$ cat config.mk
export PLATFORM = sky130hd
export DESIGN_NAME = serial_tx_brk
export DESIGN_NICKNAME = d
export VERILOG_FILES = /design/src/rtl/serial_tx_brk.sv
export SDC_FILE = /design/constraint.sdc
export NUM_CORES = 1
export LEC_CHECK = 0
export CORE_MARGIN = 2
export CORE_UTILIZATION = 33
export DETAILED_ROUTE_END_ITERATION = 10
export PLACE_DENSITY = 0.48
export SLEW_MARGIN = 20
export SYNTH_ARGS = -nofsm -noshare
export SYNTH_HDL_FRONTEND = slang
export SYNTH_SLANG_ARGS = --single-unit
$ cat constraint.sdc
create_clock -name clk -period 4.7 [get_ports clk]
set_input_delay 0.705 -clock clk [delete_from_list [all_inputs] [get_ports clk]]
set_output_delay 0.705 -clock clk [all_outputs]
set_load 0.01 [all_outputs]
$ cat src/rtl/serial_tx_brk.sv
module serial_tx_brk #(
  parameter int MAX_BITS = 8,
  parameter int MID_DIV  = 16,
  parameter int FAST_DIV = 64
) (
  input  logic                clk,
  input  logic                rst_n,
  input  logic [1:0]          cfg_rate,
  input  logic [1:0]          cfg_len,
  input  logic                cfg_par_en,
  input  logic                cfg_par_odd,
  input  logic [1:0]          cfg_stop,
  input  logic                tx_en,
  input  logic                cts,
  input  logic                brk,
  input  logic                wr_stb,
  input  logic [MAX_BITS-1:0] wr_data,
  output logic                txd,
  output logic                rdy,
  output logic                empty
);
  localparam int CW = $clog2(2 * FAST_DIV) + 1;
  localparam int BW = $clog2(MAX_BITS);

  typedef enum logic [2:0] {S_IDLE, S_START, S_DATA, S_PAR, S_STOP} st_t;

  st_t                st, nst;
  logic [CW-1:0]      cnt, ncnt;
  logic [MAX_BITS-1:0] sh, nsh, hold, mask;
  logic [BW-1:0]      bl, nbl;
  logic               par_q, npar, hold_full, txd_q, lvl, busy;
  logic [1:0]         rate_q, len_q, stop_q;
  logic               pen_q;

  function automatic logic [CW-1:0] bit_len(input logic [1:0] r);
    return (r == 2'd0) ? CW'(1) : (r == 2'd1) ? CW'(MID_DIV) : CW'(FAST_DIV);
  endfunction

  function automatic logic [CW-1:0] stop_len(input logic [1:0] r, input logic [1:0] s);
    logic [CW-1:0] b;
    b = bit_len(r);
    if (r == 2'd0) return (s == 2'd0) ? CW'(1) : CW'(2);
    case (s)
      2'd0:    return b;
      2'd1:    return b + (b >> 1);
      default: return b << 1;
    endcase
  endfunction

  wire            cnt_zero = (cnt == '0);
  wire            go       = hold_full && tx_en && cts;
  wire            fin      = (st == S_STOP) && cnt_zero;
  wire            load     = go && ((st == S_IDLE) || fin);
  wire [CW-1:0]   dq       = bit_len(rate_q);
  wire [CW-1:0]   sq       = stop_len(rate_q, stop_q);

  always_comb
    for (int i = 0; i < MAX_BITS; i++)
      mask[i] = (i < MAX_BITS - 3 + int'(cfg_len));

  always_comb begin
    nst  = st;
    ncnt = cnt;
    nsh  = sh;
    nbl  = bl;
    npar = par_q;
    if (load) begin
      nst  = S_START;
      ncnt = bit_len(cfg_rate) - CW'(1);
      nsh  = hold;
      npar = cfg_par_odd ^ (^(hold & mask));
    end else if (st != S_IDLE) begin
      if (!cnt_zero) ncnt = cnt - CW'(1);
      else begin
        case (st)
          S_START: begin
            nst  = S_DATA;
            ncnt = dq - CW'(1);
            nbl  = BW'(MAX_BITS - 4) + BW'(len_q);
          end
          S_DATA: begin
            if (bl == '0) begin
              nst  = pen_q ? S_PAR : S_STOP;
              ncnt = pen_q ? dq - CW'(1) : sq - CW'(1);
            end else begin
              nsh  = sh >> 1;
              nbl  = bl - BW'(1);
              ncnt = dq - CW'(1);
            end
          end
          S_PAR: begin
            nst  = S_STOP;
            ncnt = sq - CW'(1);
          end
          default: nst = S_IDLE;
        endcase
      end
    end
  end

  always_comb
    case (nst)
      S_START: lvl = 1'b0;
      S_DATA:  lvl = nsh[0];
      S_PAR:   lvl = npar;
      default: lvl = 1'b1;
    endcase

  always_ff @(posedge clk or negedge rst_n)
    if (!rst_n) begin
      st     <= S_IDLE;
      cnt    <= '0;
      sh     <= '0;
      bl     <= '0;
      par_q  <= 1'b0;
      rate_q <= '0;
      len_q  <= '0;
      stop_q <= '0;
      pen_q  <= 1'b0;
      txd_q  <= 1'b1;
    end else begin
      st    <= nst;
      cnt   <= ncnt;
      sh    <= nsh;
      bl    <= nbl;
      par_q <= npar;
      txd_q <= brk ? 1'b0 : lvl;
      if (load) begin
        rate_q <= cfg_rate;
        len_q  <= cfg_len;
        stop_q <= cfg_stop;
        pen_q  <= cfg_par_en;
      end
    end

  always_ff @(posedge clk or negedge rst_n)
    if (!rst_n) begin
      hold      <= '0;
      hold_full <= 1'b0;
    end else if (wr_stb && (!hold_full || load)) begin
      hold      <= wr_data;
      hold_full <= 1'b1;
    end else if (load) begin
      hold_full <= 1'b0;
    end

  assign busy  = (st != S_IDLE);
  assign txd   = txd_q;
  assign rdy   = !hold_full && tx_en && cts;
  assign empty = !hold_full && !busy;
endmodule

## Yosys cells after proc, flatten, opt, wreduce, memory -nomap -nowiden

Cells that the tools add are included.

| word-level totals | value |
|---|---|
| register bits | 40 |

| operators by class | value |
|---|---|
| $add $sub $neg | 8 |
| magnitude comparators | 8 |
| equality and inequality tests | 13 |
| multiplexer cells | 33 |
| bitwise gates (word level) | 3 |
| reductions and logical operators | 28 |

Operators by type and width:

| operator | count |
|---|---|
| $lt A4 B32 Y1 const A | 3 |
| $mux W8 | 12 |
| $lt A3 B32 Y1 const A | 2 |
| $lt A1 B32 Y1 const A | 1 |
| $lt A2 B32 Y1 const A | 1 |
| $mux W7 | 4 |
| $pmux W8 S3 | 1 |
| $mux W3 | 6 |
| $pmux W8 S2 | 1 |
| $sub A7 B1 Y8 const B | 2 |
| $sub A8 B1 Y8 const B | 2 |
| $eq A3 B2 Y1 const B | 4 |
| $reduce_bool A2 Y1 | 5 |
| $pmux W3 S3 | 1 |
| $add A7 B6 Y8 | 1 |
| $and A8 B8 Y8 | 1 |
| $logic_and A1 B1 Y1 | 8 |
| $logic_not A8 Y1 | 1 |
| $reduce_xor A8 Y1 | 1 |
| $eq A2 B1 Y1 const B | 3 |
| $eq A3 B1 Y1 const B | 2 |
| $logic_not A2 Y1 | 3 |
| $logic_not A3 Y1 | 2 |
| $pmux W3 S2 | 1 |
| other kinds (18) | 25 |

## Logic depth before layout (Yosys ltp)

Gate-level depths: netlist (run 1).

| depth | value |
|---|---|
| depth after elaboration | 13 |
| gate-level depth with buffers | 9 |

## Worst setup path before layout (run 1)

Ideal clock, no wire load.

| path | value |
|---|---|
| path kind | register -> register |
| start point | register cnt[0] |
| end point | register txd_q (netlist: txd) |
| arrival time | 1,897 ps |
| data required time | 4,611 ps |
| setup slack | 2,713 ps |
| cell stages (with the launch flop) | 9 |
| buffers on the path | 1 |
| period minus slack after synthesis | 1,987 ps |
| cell sequence | dfrtp_1 inv_1 ha_1 nor3b_1 nand2_2 buf_6 a22oi_1 o211ai_1 a311oi_2 |

| between the ends | value |
|---|---|
| longest elaborated chain between the ends | 8 |
| elaborated cells on any way between the ends | 16 |

Ends and longest elaborated chain:

| what | line | text |
|---|---|---|
| from (decl) | 28 | `logic [CW-1:0] cnt, ncnt;` |
| from (signal assigned) | 123 | `cnt <= ncnt;` |
| $logic_not A8 Y1 * | 50 | `wire cnt_zero = (cnt == '0);` |
| $logic_and A1 B1 Y1 | 52 | `wire fin = (st == S_STOP) && cnt_zero;` |
| $logic_or A1 B1 Y1 | 53 | `wire load = go && ((st == S_IDLE) \|\| fin);` |
| $logic_and A1 B1 Y1 | 53 |  |
| $mux W3 | 67 | `if (load) begin` |
| $eq A3 B2 Y1 / $eq A3 B1 Y1 (equally long branches) | 102 | `case (nst)` |
| $pmux W1 S3 * | 102 |  |
| $mux W1 * | 127 | `txd_q <= brk ? 1'b0 : lvl;` |
| to (signal assigned) | 127 |  |
| to (decl) | 31 | `logic par_q, npar, hold_full, txd_q, lvl, busy;` |

Every way passes the cells marked *; elsewhere a longest branch is shown, timed or not. The select of a mux whose other input is x is not followed.
A chain may end at the register's enable or synchronous reset.

## Final worst setup path (run 1)

Same ends and word-level chain as after synthesis.

==> flow_metrics.tcl, run 1 <==
set metrics [dict create \
    outcome "finished, final reports clean" \
    numCtsBuffers 5 \
    cp.arrival_ps 2860 \
    vias 1802 \
    startpoint_type "register" \
    ctsResizeCount 0 \
    synth_fp_nets 259 \
    combPwrFrac_pct 43.7 \
    intPower_w 0.001043 \
    firstDrtPassIters 4 \
    max_cap_viol_count 0 \
    worst_ep_required_time_ps 4920 \
    clk_path_buf_depth 2 \
    crit_fanout 15 \
    hold_start "len_q[1]$_DFFE_PN0P_" \
    final_nets 282 \
    drt_iter0_drc 127 \
    ys_seq_area_share_pct 44.01 \
    htree_levels 2 \
    worst_slack_ps 2056 \
    synthCells 233 \
    synthToLayoutAreaGrowth_pct 17.80 \
    path_buf_inv 2 \
    slew_headroom_pct 37.75 \
    cts_tree "done" \
    antenna_cells 0 \
    dieHeight_um 87.07 \
    ant_nets 0 \
    pre_cts_ws_ps 1861 \
    hold_viol_final 0 \
    wl_per_cell_um 15.29 \
    drt-total-wl_mm 5.154 \
    finish.utilization_pct 39.93 \
    io_pins 25 \
    p_sw_w 0.0006764 \
    final_cell_mix "39 x dfrtp_1, 31 x nand2_1, 23 x clkdlybuf4s50_1" \
    slowest_stage "nor2_2" \
    worst_pin_slew_ps 933.8 \
    setup_viol 0 \
    power.leakage_nw 1.111 \
    criticalPathCategory "register to register" \
    root_buffer "clkbuf_8" \
    fp.dieW_um 87.07 \
    syn_area_per_cell_um2 9.773 \
    post-route-min-period_ps 2644 \
    timing.rr.start "cnt[0]$_DFFE_PN0P_" \
    synth_seq_cells 40 \
    p_clk_share_pct 17.3 \
    slowest_delay_ps 530 \
    fmax_mhz 378.2 \
    cp.depth 8 \
    cts.clk_slew.worst_paths_ps 90 \
    finalCritPeriodShare_pct 56.26 \
    path_cells "inv_1 > ha_1 > nor3b_1 > a21oi_1 > nor2_2 > buf_4 > o211ai_1 > a311oi_2" \
    final_cells 337 \
    ys_warn_count 0 \
    grt_pass1_wl_mm 8.728 \
    core_um2 6719 \
    die_area_um2 7581 \
    p_seq_share_pct 39.1 \
    drv_slew 0 \
    synth_top_flop_cell "dfrtp_1" \
    drc 0 \
    via_per_inst 5.347 \
    crit_path_end_kind "register" \
    final_common_cell "dfrtp_1" \
    irDropWorstVdd_v 0.0002615 \
    clk_latency_ps 300 \
    grt_usage_pct 15.13 \
    grt_max_degree 41 \
    yosys.cell_types.count 57 \
    grt_overflow 0 \
    initial_core_util_pct 33.89 \
    placed_cells 329 \
    hold_path_depth 2 \
    dp_hpwl_mm 3.788 \
    rsz0062_at_grt "no" \
    first_global_vias 1726 \
    final_layout_size_suffix_gt1_share_pct 14.40 \
    portBuffers 24 \
    postCtsSetupRepairBufs 0 \
    async_flop_share_pct 100.0 \
    postCtsHoldBufs 0 \
    finalSetupTns_ps 0 \
    antenna_found_initial 0 \
    path_delay_family "simple AND/OR/NAND/NOR gates" \
    placement_rows 30 \
    r2r_cells 8 \
    gp_congestion 0.7834 \
    cts_sinks 40 \
    crit_start "cnt[0]$_DFFE_PN0P_" \
    netlist_area_um2 2277 \
    finClkSkew_ps 7.680 \
    p_per_area_nw_per_um2 640.8 \
    synth-edff-count 0 \
    worstHoldPathType "register to register" \
    p_sw_share_pct 39.34 \
]
synth_stat cells (all sizes together) (2+ instances only):
library cell	count	area share, %
a211oi	4	1.3
a21oi	7	1.5
a31oi	2	0.55
buf	7	2.1
clkbuf	2	0.33
dfrtp	39	43
ha	4	2.2
inv	12	2.0
mux2	9	4.5
mux2i	6	2.6
nand2	33	5.7
nand2b	6	1.6
nand4	3	0.82
nor2	16	2.6
nor3	5	1.3
nor3b	3	1.2
nor4	2	0.82
o211ai	5	1.9
o21a	2	0.66
o21ai	21	5.8
o22a	3	1.2
o22ai	3	0.82
o311a	3	1.3
or3	3	0.82
or3b	2	0.77
xnor2	10	3.8
worst paths after layout:
check                      slack [ps]                     to
max in group asynchronous        3580   len_q[0]$_DFFE_PN0P_
min                               500   len_q[1]$_DFFE_PN0P_
max reg2reg                      2060          txd$_DFF_PN1_
min reg2reg                       500   len_q[1]$_DFFE_PN0P_
max                              2060          txd$_DFF_PN1_
min in group asynchronous         530  rate_q[0]$_DFFE_PN0P_
worst register-to-register path: cells and delay by family (launching register included):
kind / cells / cell delay (ps)
buffers and inverters: 2 / 360
AND/OR/NAND/NOR: 2 / 930
adder cells (fa/ha/maj): 1 / 210
AO/OA/AOI/OAI: 3 / 660
flip-flops: 1 / 400
power groups by stage:
stage	Clock, W	Combinational [W]	Sequential, W
floorplan	0	0.000637	0.000619
global placement	0	0.000753	0.000680
detailed placement	0	0.000754	0.000680
CTS	0.000306	0.000758	0.000673
global route	0.000322	0.000838	0.000704
finish	0.000297	0.000751	0.000672
registers in the layout, summed over array words and instances, names as in the netlist:
| register | flops |
|---|---|
| stop_q | 2 |
| bl | 3 |
| par_q | 1 |
| st | 3 |
| len_q | 2 |
| hold_full | 1 |
| sh | 8 |
| cnt | 8 |
| txd | 1 |
| pen_q | 1 |
| hold | 8 |
| rate_q | 2 |
metrics by stage:
stage,power [W],hold slack [ps],cell area [µm²]
3_5_place_dp,0.001434,476.7,2567
2_1_floorplan,0.001255,409.4,2277
3_3_place_gp,0.001434,468.6,2567
6_report,0.001719,497.7,2683
4_1_cts,0.001738,495.7,2683
5_1_grt,0.001865,544.8,2683
layer usage:
metal | vias up | part of all wire, % | GRT usage (%)
met1 | 858 | 47 | 20.68
met5 | - | 0 | 0
li1 | 882 | - | -
met3 | 5 | 4.5 | 3.223
met2 | 57 | 47 | 23.80
met4 | 0 | 1.0 | 5.114
final cells by class:
class / instances / area [µm²]
fill: 680 / 4036
multi-input combinational: 172 / 1177
sequential: 40 / 1002
timing repair buffer: 25 / 242.7
tap: 80 / 100.1
clock buffer: 5 / 68.82
clock inverter: 3 / 46.29
inverter: 12 / 45.04
logic make-up (layout without fill, tap and decap cells):
| logic type | after synthesis | count (layout) | share of synthesized area (%) |
|---|---|---|---|
| AO/OA/AOI/OAI | 60 | 60 | 19.12 |
| XOR/XNOR | 11 | 11 | 4.231 |
| adder cells (fa/ha/maj) | 4 | 4 | 2.198 |
| buffers and inverters | 21 | 45 | 4.395 |
| flip-flops | 40 | 40 | 44.01 |
| multiplexers | 15 | 15 | 7.088 |
| AND/OR/NAND/NOR | 82 | 82 | 18.96 |
Note: power is estimated with default switching activity, not from simulation.
==> run 2: changes to the inputs <==
--- a/config.mk
+++ b/config.mk
@@ -8,7 +8,7 @@
 export CORE_MARGIN = 2
 export CORE_UTILIZATION = 33
 export DETAILED_ROUTE_END_ITERATION = 10
-export PLACE_DENSITY = 0.48
+export PLACE_DENSITY = 0.5
 export SLEW_MARGIN = 20
 export SYNTH_ARGS = -nofsm -noshare
 export SYNTH_HDL_FRONTEND = slang
==> constraint.sdc (replaced) <==
create_clock -name clk -period 2.2 [get_ports clk]
set_input_delay 0.33 -clock clk [delete_from_list [all_inputs] [get_ports clk]]
set_output_delay 0.33 -clock clk [all_outputs]
set_load 0.01 [all_outputs]
==> flow_metrics.tcl, run 2 (same netlist as run 1, synthesis figures left out) <==
set metrics [dict create \
    pre_cts_ws_ps 70.50 \
    final_cell_mix "39 x dfrtp_1, 30 x nand2_1, 26 x buf_4" \
    clk_path_buf_depth 2 \
    vias 1861 \
    initial_core_util_pct 33.89 \
    ant_nets 0 \
    postCtsSetupRepairBufs 0 \
    setup_viol 0 \
    fmax_mhz 490.1 \
    fp.dieW_um 87.07 \
    cts_tree "done" \
    power.leakage_nw 1.245 \
    seqCellArea_um2 1002 \
    max_cap_viol_count 0 \
    worst_ep_required_time_ps 2420 \
    wl_per_cell_um 15.23 \
    antenna_found_initial 0 \
    rsz0062_at_grt "no" \
    synthToLayoutAreaGrowth_pct 28.30 \
    top_regs "cnt (8), hold (8), sh (8)" \
    final_layout_size_suffix_gt1_share_pct 22.97 \
    first_global_vias 1808 \
    worst_pin_slew_ps 429.9 \
    portBuffers 24 \
    htree_levels 2 \
    cts_sinks 40 \
    via_per_inst 5.127 \
    clk_latency_ps 300 \
    gp_congestion 0.8762 \
    final_common_cell "dfrtp_1" \
    cts.clk_slew.worst_paths_ps 90 \
    grt_overflow 0 \
    antenna_cells 0 \
    drt_iter0_drc 69 \
    finalSetupTns_ps 0 \
    io_pins 25 \
    p_per_area_nw_per_um2 1364 \
    place_area_um2 2755 \
    post-route-min-period_ps 2040 \
    hold_viol_final 0 \
    placement_rows 30 \
    cp.arrival_ps 2260 \
    finClkSkew_ps 8.336 \
    grt_pass1_wl_mm 9.308 \
    slew_headroom_pct 71.34 \
    design_area_um2 2922 \
    startpoint_type "register" \
    worstHoldPathType "primary input to async pin" \
    drt-total-wl_mm 5.529 \
    grt_max_degree 19 \
    core_um2 6719 \
    firstDrtPassIters 4 \
    drc 0 \
    drv_slew 0 \
    p_total_w 0.003986 \
    crit_path_end_kind "register" \
    criticalPathCategory "register to register" \
    crit_fanout 9 \
    final_nets 308 \
    die_area_um2 7581 \
    root_buffer "clkbuf_8" \
    dp_hpwl_mm 4.248 \
    dieHeight_um 87.07 \
    fillers 668 \
    grt_usage_pct 16.02 \
    irDropWorstVdd_v 0.0005323 \
    outcome "finished, final reports clean" \
    hold_slack_ps 490.9 \
    worst_slack_ps 159.7 \
    multi_input_area_um2 1212 \
    finalCritPeriodShare_pct 92.74 \
    numCtsBuffers 5 \
]
-- run 2: cell type report --
cell class              count  share of cell area, %
clock buffers               6                  2.827
clock inverters             2                  1.328
inverters                  12                  1.542
multi-input cells         172                  41.50
flip-flops and latches     40                  34.30
well taps                  80                  3.426
repair buffers             51                  15.07
-- run 2: power by group --
group,switching (W),internal (W)
Clock,0.000282,0.000372
Sequential,0.000292,0.00109
Combinational,0.000939,0.00101
Total,0.00151,0.00247
-- run 2: metrics by stage --
stage               instances  utilization, %
global placement          354           41.01
CTS                       363           42.96
floorplan                 233               -
global route              363           43.48
detailed placement        354           41.01
finish                    363           43.48
-- run 2: timing repair --
item	4_1_cts	5_1_grt
endpoints found under the hold margin	14	0
resized for setup	0	6
setup endpoints to repair	0	11
hold buffers	1	0
-- run 2: path summary, 6_finish.rpt --
| kind | startpoint | endpoint | slack, ps | cells past startpoint |
|---|---|---|---|---|
| setup / recovery | cnt[0]$_DFFE_PN0P_ | cnt[2]$_DFFE_PN0P_ | 160 | 11 |
| hold / removal | rst_n | sh[5]$_DFFE_PN0P_ | 490 | 2 |
| setup reg to reg | cnt[0]$_DFFE_PN0P_ | cnt[2]$_DFFE_PN0P_ | 160 | 11 |
| hold reg to reg | len_q[1]$_DFFE_PN0P_ | len_q[1]$_DFFE_PN0P_ | 500 | 2 |
| max in group asynchronous | rst_n | txd$_DFF_PN1_ | 1100 | 3 |
| min in group clk | len_q[1]$_DFFE_PN0P_ | len_q[1]$_DFFE_PN0P_ | 500 | 2 |
-- run 2: per-layer routing --
metal / global-route usage, % / routed length [µm]
met3: 2.938 / 255
met5: 0 / 0
met2: 24.71 / 2510
met4: 5.398 / 88
met1: 22.61 / 2674
-- run 2: critical path: stages (launching register included) --
cell and delay, ps:
dfrtp_1 350, inv_1 40, ha_1 200, buf_4 150, nor3b_1 130, buf_4 140
a21oi_1 180, buf_4 160, nor2_2 50, buf_4 190, a211oi_2 200, a2bb2oi_1 160
